--- src/rtl/sioc_pkg.sv ---
package sioc_pkg;
  localparam int IDX_W = 8;
  localparam int NUM_ENTRIES = 1 << IDX_W;

  function automatic logic sioc_writable(input logic [IDX_W-1:0] idx);
    case (idx)
      8'hE0, 8'hE1, 8'hE2, 8'hE3, 8'hE6, 8'hE7, 8'hE8,
      8'hEE, 8'hEF, 8'hF0, 8'hF1, 8'hF2, 8'hF4, 8'hF6,
      8'hF8, 8'hFC: sioc_writable = 1'b1;
      default:      sioc_writable = 1'b0;
    endcase
  endfunction

  function automatic logic [7:0] sioc_reset_val(input logic [IDX_W-1:0] idx);
    case (idx)
      8'hE0:   sioc_reset_val = 8'h3C;
      8'hE2:   sioc_reset_val = 8'h03;
      8'hE3:   sioc_reset_val = 8'hFC;
      8'hE6:   sioc_reset_val = 8'hDE;
      8'hE7:   sioc_reset_val = 8'hFE; // serial port 1 base selector
      8'hE8:   sioc_reset_val = 8'hBE; // serial port 2 base selector
      default: sioc_reset_val = 8'h00;
    endcase
  endfunction
endpackage

--- src/rtl/sioc_decode.sv ---
module sioc_decode #(
  parameter int          ADDR_W     = 16,
  parameter logic [15:0] INDEX_PORT = 16'h03F0,
  parameter logic [15:0] DATA_PORT  = 16'h03F1
) (
  input  logic              en_i,
  input  logic [ADDR_W-1:0] addr_i,
  input  logic              wr_i,
  input  logic              rd_i,
  output logic              idx_wr_o,
  output logic              dat_wr_o,
  output logic              rd_o,
  output logic              hit_o
);
  localparam logic [ADDR_W-1:0] IDX_A = ADDR_W'(INDEX_PORT);
  localparam logic [ADDR_W-1:0] DAT_A = ADDR_W'(DATA_PORT);

  logic at_idx, at_dat;

  always_comb begin
    at_idx   = en_i && (addr_i == IDX_A);
    at_dat   = en_i && (addr_i == DAT_A);
    idx_wr_o = at_idx && wr_i;
    dat_wr_o = at_dat && wr_i;
    rd_o     = (at_idx || at_dat) && rd_i;
    hit_o    = (at_idx || at_dat) && (rd_i || wr_i);
  end
endmodule

--- src/rtl/sioc_store.sv ---
module sioc_store
  import sioc_pkg::*;
#(
  parameter int DATA_W = 8
) (
  input  logic              clk_i,
  input  logic              rst_ni,
  input  logic              idx_wr_i,
  input  logic              dat_wr_i,
  input  logic [DATA_W-1:0] wdata_i,
  output logic [IDX_W-1:0]  ptr_o,
  output logic [DATA_W-1:0] cur_o
);
  logic [IDX_W-1:0]  ptr_q;
  logic [DATA_W-1:0] ent [NUM_ENTRIES];

  always_ff @(posedge clk_i or negedge rst_ni) begin
    if (!rst_ni)       ptr_q <= '0;
    else if (idx_wr_i) ptr_q <= wdata_i[IDX_W-1:0];
  end

  for (genvar i = 0; i < NUM_ENTRIES; i++) begin : g_ent
    localparam logic [IDX_W-1:0] IDX = IDX_W'(i);
    if (sioc_writable(IDX)) begin : g_rw
      always_ff @(posedge clk_i or negedge rst_ni) begin
        if (!rst_ni)                        ent[i] <= DATA_W'(sioc_reset_val(IDX));
        else if (dat_wr_i && ptr_q == IDX)  ent[i] <= wdata_i;
      end
    end else begin : g_ro
      // protected entries never leave their reset value
      assign ent[i] = DATA_W'(sioc_reset_val(IDX));
    end
  end

  assign ptr_o = ptr_q;
  assign cur_o = ent[ptr_q];
endmodule

--- src/rtl/sioc_cfg_regs.sv ---
module sioc_cfg_regs
  import sioc_pkg::*;
#(
  parameter int          ADDR_W     = 16,
  parameter int          DATA_W     = 8,
  parameter logic [15:0] INDEX_PORT = 16'h03F0,
  parameter logic [15:0] DATA_PORT  = 16'h03F1
) (
  input  logic              clk_i,
  input  logic              rst_ni,
  input  logic              cfg_en_i,
  input  logic [ADDR_W-1:0] io_addr_i,
  input  logic              io_wr_i,
  input  logic              io_rd_i,
  input  logic [DATA_W-1:0] io_wdata_i,
  output logic [DATA_W-1:0] io_rdata_o,
  output logic              io_hit_o
);
  logic             idx_wr, dat_wr, rd_sel;
  logic [IDX_W-1:0] ptr_w;
  logic [DATA_W-1:0] cur_w;

  sioc_decode #(
    .ADDR_W(ADDR_W), .INDEX_PORT(INDEX_PORT), .DATA_PORT(DATA_PORT)
  ) u_dec (
    .en_i(cfg_en_i), .addr_i(io_addr_i), .wr_i(io_wr_i), .rd_i(io_rd_i),
    .idx_wr_o(idx_wr), .dat_wr_o(dat_wr), .rd_o(rd_sel), .hit_o(io_hit_o)
  );

  sioc_store #(.DATA_W(DATA_W)) u_store (
    .clk_i(clk_i), .rst_ni(rst_ni), .idx_wr_i(idx_wr), .dat_wr_i(dat_wr),
    .wdata_i(io_wdata_i), .ptr_o(ptr_w), .cur_o(cur_w)
  );

  // unclaimed reads float high, as on an idle bus
  assign io_rdata_o = rd_sel ? cur_w : '1;
endmodule

--- config.mk ---
export PLATFORM = sky130hd
export DESIGN_NAME = sioc_cfg_regs
export DESIGN_NICKNAME = d
export VERILOG_FILES = /design/src/rtl/sioc_pkg.sv /design/src/rtl/sioc_decode.sv /design/src/rtl/sioc_store.sv /design/src/rtl/sioc_cfg_regs.sv
export SDC_FILE = /design/constraint.sdc
export NUM_CORES = 1
export LEC_CHECK = 0
export BUFFER_PORTS_ARGS = -buffer_cell sky130_fd_sc_hd__buf_2
export CORE_MARGIN = 3
export CORE_UTILIZATION = 57
export DETAILED_ROUTE_END_ITERATION = 10
export PLACE_DENSITY = 0.73
export SLEW_MARGIN = 15
export SYNTH_ARGS = -nofsm -noshare
export SYNTH_HDL_FRONTEND = slang
export SYNTH_SLANG_ARGS = --single-unit
--- constraint.sdc ---
create_clock -name clk_i -period 4.78 [get_ports clk_i]
set_clock_uncertainty 0.2 [all_clocks]
set_input_delay 0.956 -clock clk_i [delete_from_list [all_inputs] [get_ports clk_i]]
set_output_delay 0.956 -clock clk_i [all_outputs]
set_load 0.005 [all_outputs]
# Word level (Yosys, flattened, before mapping)
# Cells that the tools add are included.
[word_totals] reg_bits=136 wordCells=65
[classes] magnitude_cmp=1 eq_ne=18 mux=4 n_bitwise=1 n_reduce_logical=24
[ops] op="8-bit equality test, second input constant" n=16
[ops] op="8-bit binary-select mux with 8-bit select" n=1
[ops] op="16-bit by 10-bit equality test with 1-bit output, second input constant" n=2
[ops] op="8-bit 2-to-1 mux" n=3
[ops] op="1-bit logical AND" n=22
[ops] op="9-bit greater-or-equal comparator, second input constant" n=1
[ops] op="8-bit NOT with 9-bit output" n=1
[ops] op="1-bit logical OR" n=2

# Depth between registers and ports, before layout
[logic_depth] ltp_word=5 depth_mapped=6 mapped_depth_nobuf=4

# Modules after synthesis
# Synthesis repeated with hierarchy kept, for this count alone.
[hier_totals] cells_unflattened=477 area_unflattened_um2=6687.7
[modules_own_cells] module="sioc_store" n_inst=1 cells_each=458 area_per_inst_um2=6541.3 seq_area_each_um2=3442.1
[modules_own_cells] module="sioc_decode" n_inst=1 cells_each=11 area_per_inst_um2=96.3 seq_area_each_um2=0.0
[modules_own_cells] module="sioc_cfg_regs" n_inst=1 cells_each=8 area_per_inst_um2=50.0 seq_area_each_um2=0.0

# Worst setup path before layout
# Ideal clock, no wire load.
[synth_timing] path_kind="in2out" from="input io_addr_i[10]" to="output io_rdata_o[0]" arrival_time_ns=2.199 required_ns=3.624 slack_ns=1.425 path_stages=6 path_cell_list="nor4b_2 and4_1 clkbuf_1 and2_1 clkbuf_1 o221ai_1"
[synth_via] elab_chain_len=5 word_cells_on_any_way=7 cone_classes="eq/ne: 2; mux: 1; reduce/logical: 4"
[synth_lines] item="start: declaration" line_no="sioc_cfg_regs.sv:12" rtl="input logic [ADDR_W-1:0] io_addr_i,"
[synth_lines] item="16-bit by 10-bit equality test with 1-bit output, on equally long branches" line_no="sioc_decode.sv:21, sioc_decode.sv:22"
[synth_lines] item="1-bit logical AND, on equally long branches" line_no="sioc_decode.sv:21, sioc_decode.sv:22"
[synth_lines] item="1-bit logical OR (*)" line_no="sioc_decode.sv:25" rtl="rd_o = (at_idx || at_dat) && rd_i;"
[synth_lines] item="1-bit logical AND (*)" line_no="sioc_decode.sv:25"
[synth_lines] item="8-bit 2-to-1 mux (*)" line_no="sioc_cfg_regs.sv:36" rtl="assign io_rdata_o = rd_sel ? cur_w : '1;"
[synth_lines] item="end: declaration" line_no="sioc_cfg_regs.sv:16" rtl="output logic [DATA_W-1:0] io_rdata_o,"
# Every way passes the cells marked *; elsewhere a longest branch is shown, timed or not.

# Worst setup path after layout
[layout_timing] from="register u_store.ptr_q[0], in the netlist u_store.ptr_o[0]" to="output io_rdata_o[3]"
[layout_via] elab_chain_len=5
[layout_lines] item="start: declaration" line_no="sioc_store.sv:14" rtl="logic [IDX_W-1:0] ptr_q;"
[layout_lines] item="start signal: assignment" line_no="sioc_store.sv:19" rtl="else if (idx_wr_i) ptr_q <= wdata_i[IDX_W-1:0];"
[layout_lines] item="8-bit NOT with 9-bit output (not written as such)" line_no="sioc_store.sv:36" rtl="assign cur_o = ent[ptr_q];"
[layout_lines] item="8-bit binary-select mux with 8-bit select" line_no="sioc_store.sv:36"
[layout_lines] item="8-bit 2-to-1 mux (not written as such) (2 in a row)" line_no="sioc_store.sv:36"
[layout_lines] item="8-bit 2-to-1 mux" line_no="sioc_cfg_regs.sv:36"
# Every way passes these cells. The select of a mux whose other input is x is not followed.

==> results_dict.tcl <==
set metrics [dict create \
    critPathSlowestCell "dfrtp_1" \
    wirelength_um 15870 \
    synth_edf_count 0 \
    synth-compound-area-share_pct 5.961 \
    post_cts_buffers 0 \
    syn_area_sq_mm 0.006675 \
    period_needed_ns 4.207 \
    grt_use_total_pct 26.34 \
    start_kind "flop" \
    finalNonFillerCells 648 \
    die_w_um 114.2 \
    antenna_left 0 \
    syn_nets 490 \
    rsz0062_at_grt "false" \
    hold_buffers 0 \
    fin_crit_sh_pct 88.01 \
    vias 4247 \
    synth_warnings 0 \
    clock_sinks 136 \
    overflow 0 \
    end_kind "primary output" \
    path_class "flop to primary output" \
    synth_flop_cell "dfrtp_1" \
    relSlewSlack_pct 29.78 \
    rrSetupSlack_ns 1.35 \
    io_pins 38 \
    hp-class "flop to flop" \
    clk_path_buf_depth 2 \
    power.density_mw_per_mm2 333.6 \
    postLayoutCellArea_sq_mm 0.007559 \
    crit_chain "nor2b_1, a22o_1, a221oi_1, o221ai_1, buf_2" \
    holdCritStartpoint "u_store.ent[120]$_DFFE_PN0P_" \
    tightest_slew_ns 1.053 \
    whs_endpoint "u_store.ent[120]$_DFFE_PN0P_" \
    synth_cell_types 52 \
    leakagePower_nw 3.399 \
    drt-wirelength-per-cell_um 24.49 \
    post-route-drc-count 0 \
    p_comb_share_pct 2.6 \
    syn_inst 461 \
    dr.first_iter.drc_count 362 \
    drtPass1Iterations 5 \
    antenna_found_initial 0 \
    post_cts_resize_count 0 \
    syn_area_per_cell_sq_um 14.48 \
    p_clk_share_pct 51.6 \
    die_area_sq_mm 0.01305 \
    clk_latency_ns 0.43 \
    ys_seq_area_share_pct 51.57 \
    viasPerCell 6.554 \
    tns_ns 0 \
    grt_max_degree 86 \
    grt_pass1_vias 4470 \
    cp.buffers_inverters 1 \
    total_power_mw 2.522 \
    internal_power_mw 1.997 \
    p_sw_share_pct 20.83 \
    nets 524 \
    start_util_pct 60.00 \
    grt_pass1_wl_um 25550 \
    synth-seq-cells 136 \
    globalplace.congestion 0.8952 \
    reg2reg_from "u_store.ptr_o[0]$_DFFE_PN0P_" \
    cts_tree "yes" \
    rr_worst_depth 6 \
    hold_ws_ns 0.3015 \
    drv_slew 0 \
    worst-path-max-fanout 17 \
    fill_cells 798 \
    required_ns 3.62 \
    cts_made_buffers 17 \
    synthMuxAreaShare_pct 30.55 \
    setup_viol 0 \
    placed_area_sq_mm 0.006964 \
    power.switching_uw 525.2 \
    ir_worst_vdd_uv 313.6 \
    min_path_cells 1 \
    status "complete, no violations" \
    die_h_um 114.2 \
    arrival_ns 3.05 \
    r2r_end "u_store.ent[62]$_DFFE_PN0P_" \
    drive_gt1_share_pct 55.31 \
    synthSimpleGateAreaFrac_pct 9.859 \
    dp.cells 616 \
    cap_violations 0 \
    finalHoldViolCount 0 \
    power_frac_seq_pct 45.7 \
    seq_area_sq_mm 0.003442 \
    dp_hpwl_um 10610 \
    clockRootBuffer "clkbuf_16" \
    numPortBuffers 37 \
    diodes 0 \
    multi_input_area_sq_mm 0.003095 \
    clk_pin_slew_ns 0.06 \
    area_growth_pct 13.23 \
    synth_top_family_by_area "multiplexers" \
    htree_levels 4 \
    synth-xor-area-share_pct 0 \
    design.core.area_sq_mm 0.01113 \
    fmax_mhz 237.7 \
    std_cell_rows 38 \
    cp_slowest_stage_delay_ns 0.93 \
    synthArstFlopShare_pct 100.0 \
    cp_top_family "compound AO/OA/AOI/OAI gates" \
    synth_fa_ha_area_share_pct 0 \
]
## cell type report
type | instances | area share [%]
Tap cell | 140 | 2.317
Clock inverter | 8 | 1.225
Timing Repair Buffer | 45 | 3.278
Multi-Input combinational cell | 294 | 40.95
Clock buffer | 24 | 6.638
Sequential cell | 136 | 45.54
Inverter | 1 | 0.04966
## sequential cells by signal, summed over array words and instances (netlist names)
register / flops
u_store.ptr_o: 8
u_store.ent: 128
## per-layer routing
layer  up-vias  GRT usage [%]  wire, um
met5         -              0         0
met4         0          12.35       525
met3        43          6.818       855
met2       128          41.96      7892
met1      2216          33.85      6599
li1       1860              -         -
## cells by family (layout without fill, tap and decap cells)
kind of cell,count (synthesis),in the layout
DFF,136,136
and+or+nand+nor,70,70
buffers and inverters,31,78
muxes,176,176
AOI/OAI and AO/OA,48,48
## stage by stage
stage | utilization (%) | setup slack, ns
2_1_floorplan | - | 1.425
3_3_place_gp | 62.60 | 1.086
3_5_place_dp | 62.60 | 1.116
4_1_cts | 67.94 | 0.6406
5_1_grt | 67.94 | 0.4540
6_report | 67.94 | 0.5732
## placed cells by master, fill, tap and decap left out, drive strengths merged, types with 6 or more instances in the layout
| master | netlist | final |
|---|---|---|
| nor2 | 6 | 6 |
| a221oi | 10 | 10 |
| o221ai | 6 | 6 |
| dfrtp | 105 | 105 |
| dfstp | 31 | 31 |
| nand4 | 10 | 10 |
| mux2 | 142 | 142 |
| nand3 | 8 | 8 |
| nor3 | 15 | 15 |
| mux2i | 26 | 26 |
| buf | 12 | 45 |
| clkbuf | 18 | 24 |
| mux4 | 8 | 8 |
| o22ai | 7 | 7 |
## cell usage after synthesis, types with 2 or more instances
master / n / area (sq um)
a211oi_1: 2 / 15.01
a21o_1: 2 / 15.01
a221o_1: 4 / 40.04
a221oi_1: 10 / 87.58
a222oi_1: 2 / 20.02
a22o_1: 2 / 17.52
a2bb2oi_1: 2 / 17.52
and2_1: 3 / 18.77
and3_1: 3 / 18.77
and4_1: 2 / 17.52
and4b_1: 2 / 20.02
and4bb_2: 2 / 25.02
buf_1: 4 / 15.01
buf_2: 5 / 25.02
buf_4: 2 / 15.01
clkbuf_1: 18 / 67.56
dfrtp_1: 105 / 2628
dfstp_2: 31 / 814.5
mux2_1: 2 / 22.52
mux2_2: 140 / 1577
mux2i_1: 26 / 260.3
mux4_2: 8 / 180.2
nand3_1: 8 / 40.04
nand3b_1: 3 / 22.52
nand4_1: 7 / 43.79
nand4_2: 2 / 25.02
nand4b_1: 2 / 17.52
nor2_1: 6 / 22.52
nor2b_1: 2 / 12.51
nor3_2: 3 / 30.03
nor3_4: 11 / 178.9
nor3b_1: 2 / 15.01
nor4b_2: 3 / 45.04
o21ai_0: 2 / 10.01
o221ai_1: 6 / 52.55
o22ai_1: 7 / 43.79
o2bb2ai_1: 4 / 35.03
o32ai_1: 2 / 17.52
## how the worst max path moves through the flow
stage                          endpoint  slack (ns)  depth (start not counted)                    startpoint
after global placement    io_rdata_o[1]        1.09                          6  u_store.ptr_o[0]$_DFFE_PN0P_
after floorplan           io_rdata_o[0]        1.43                          6                 io_addr_i[10]
after CTS                 io_rdata_o[3]        0.64                          6  u_store.ptr_o[0]$_DFFE_PN0P_
after global routing      io_rdata_o[3]        0.45                          6  u_store.ptr_o[0]$_DFFE_PN0P_
final                     io_rdata_o[3]        0.57                          5  u_store.ptr_o[0]$_DFFE_PN0P_
after detailed placement  io_rdata_o[4]        1.12                          6  u_store.ptr_o[0]$_DFFE_PN0P_
## power by group through the flow
| stage | clock network [mW] | registers, mW | logic, mW |
|---|---|---|---|
| global placement | 0 | 1.17 | 0.0645 |
| CTS | 1.32 | 1.15 | 0.0670 |
| detailed placement | 0 | 1.17 | 0.0671 |
| global route | 1.37 | 1.15 | 0.0724 |
| finish | 1.30 | 1.15 | 0.0660 |
| floorplan | 0 | 1.17 | 0.0162 |
(Power assumes the default switching activity.)
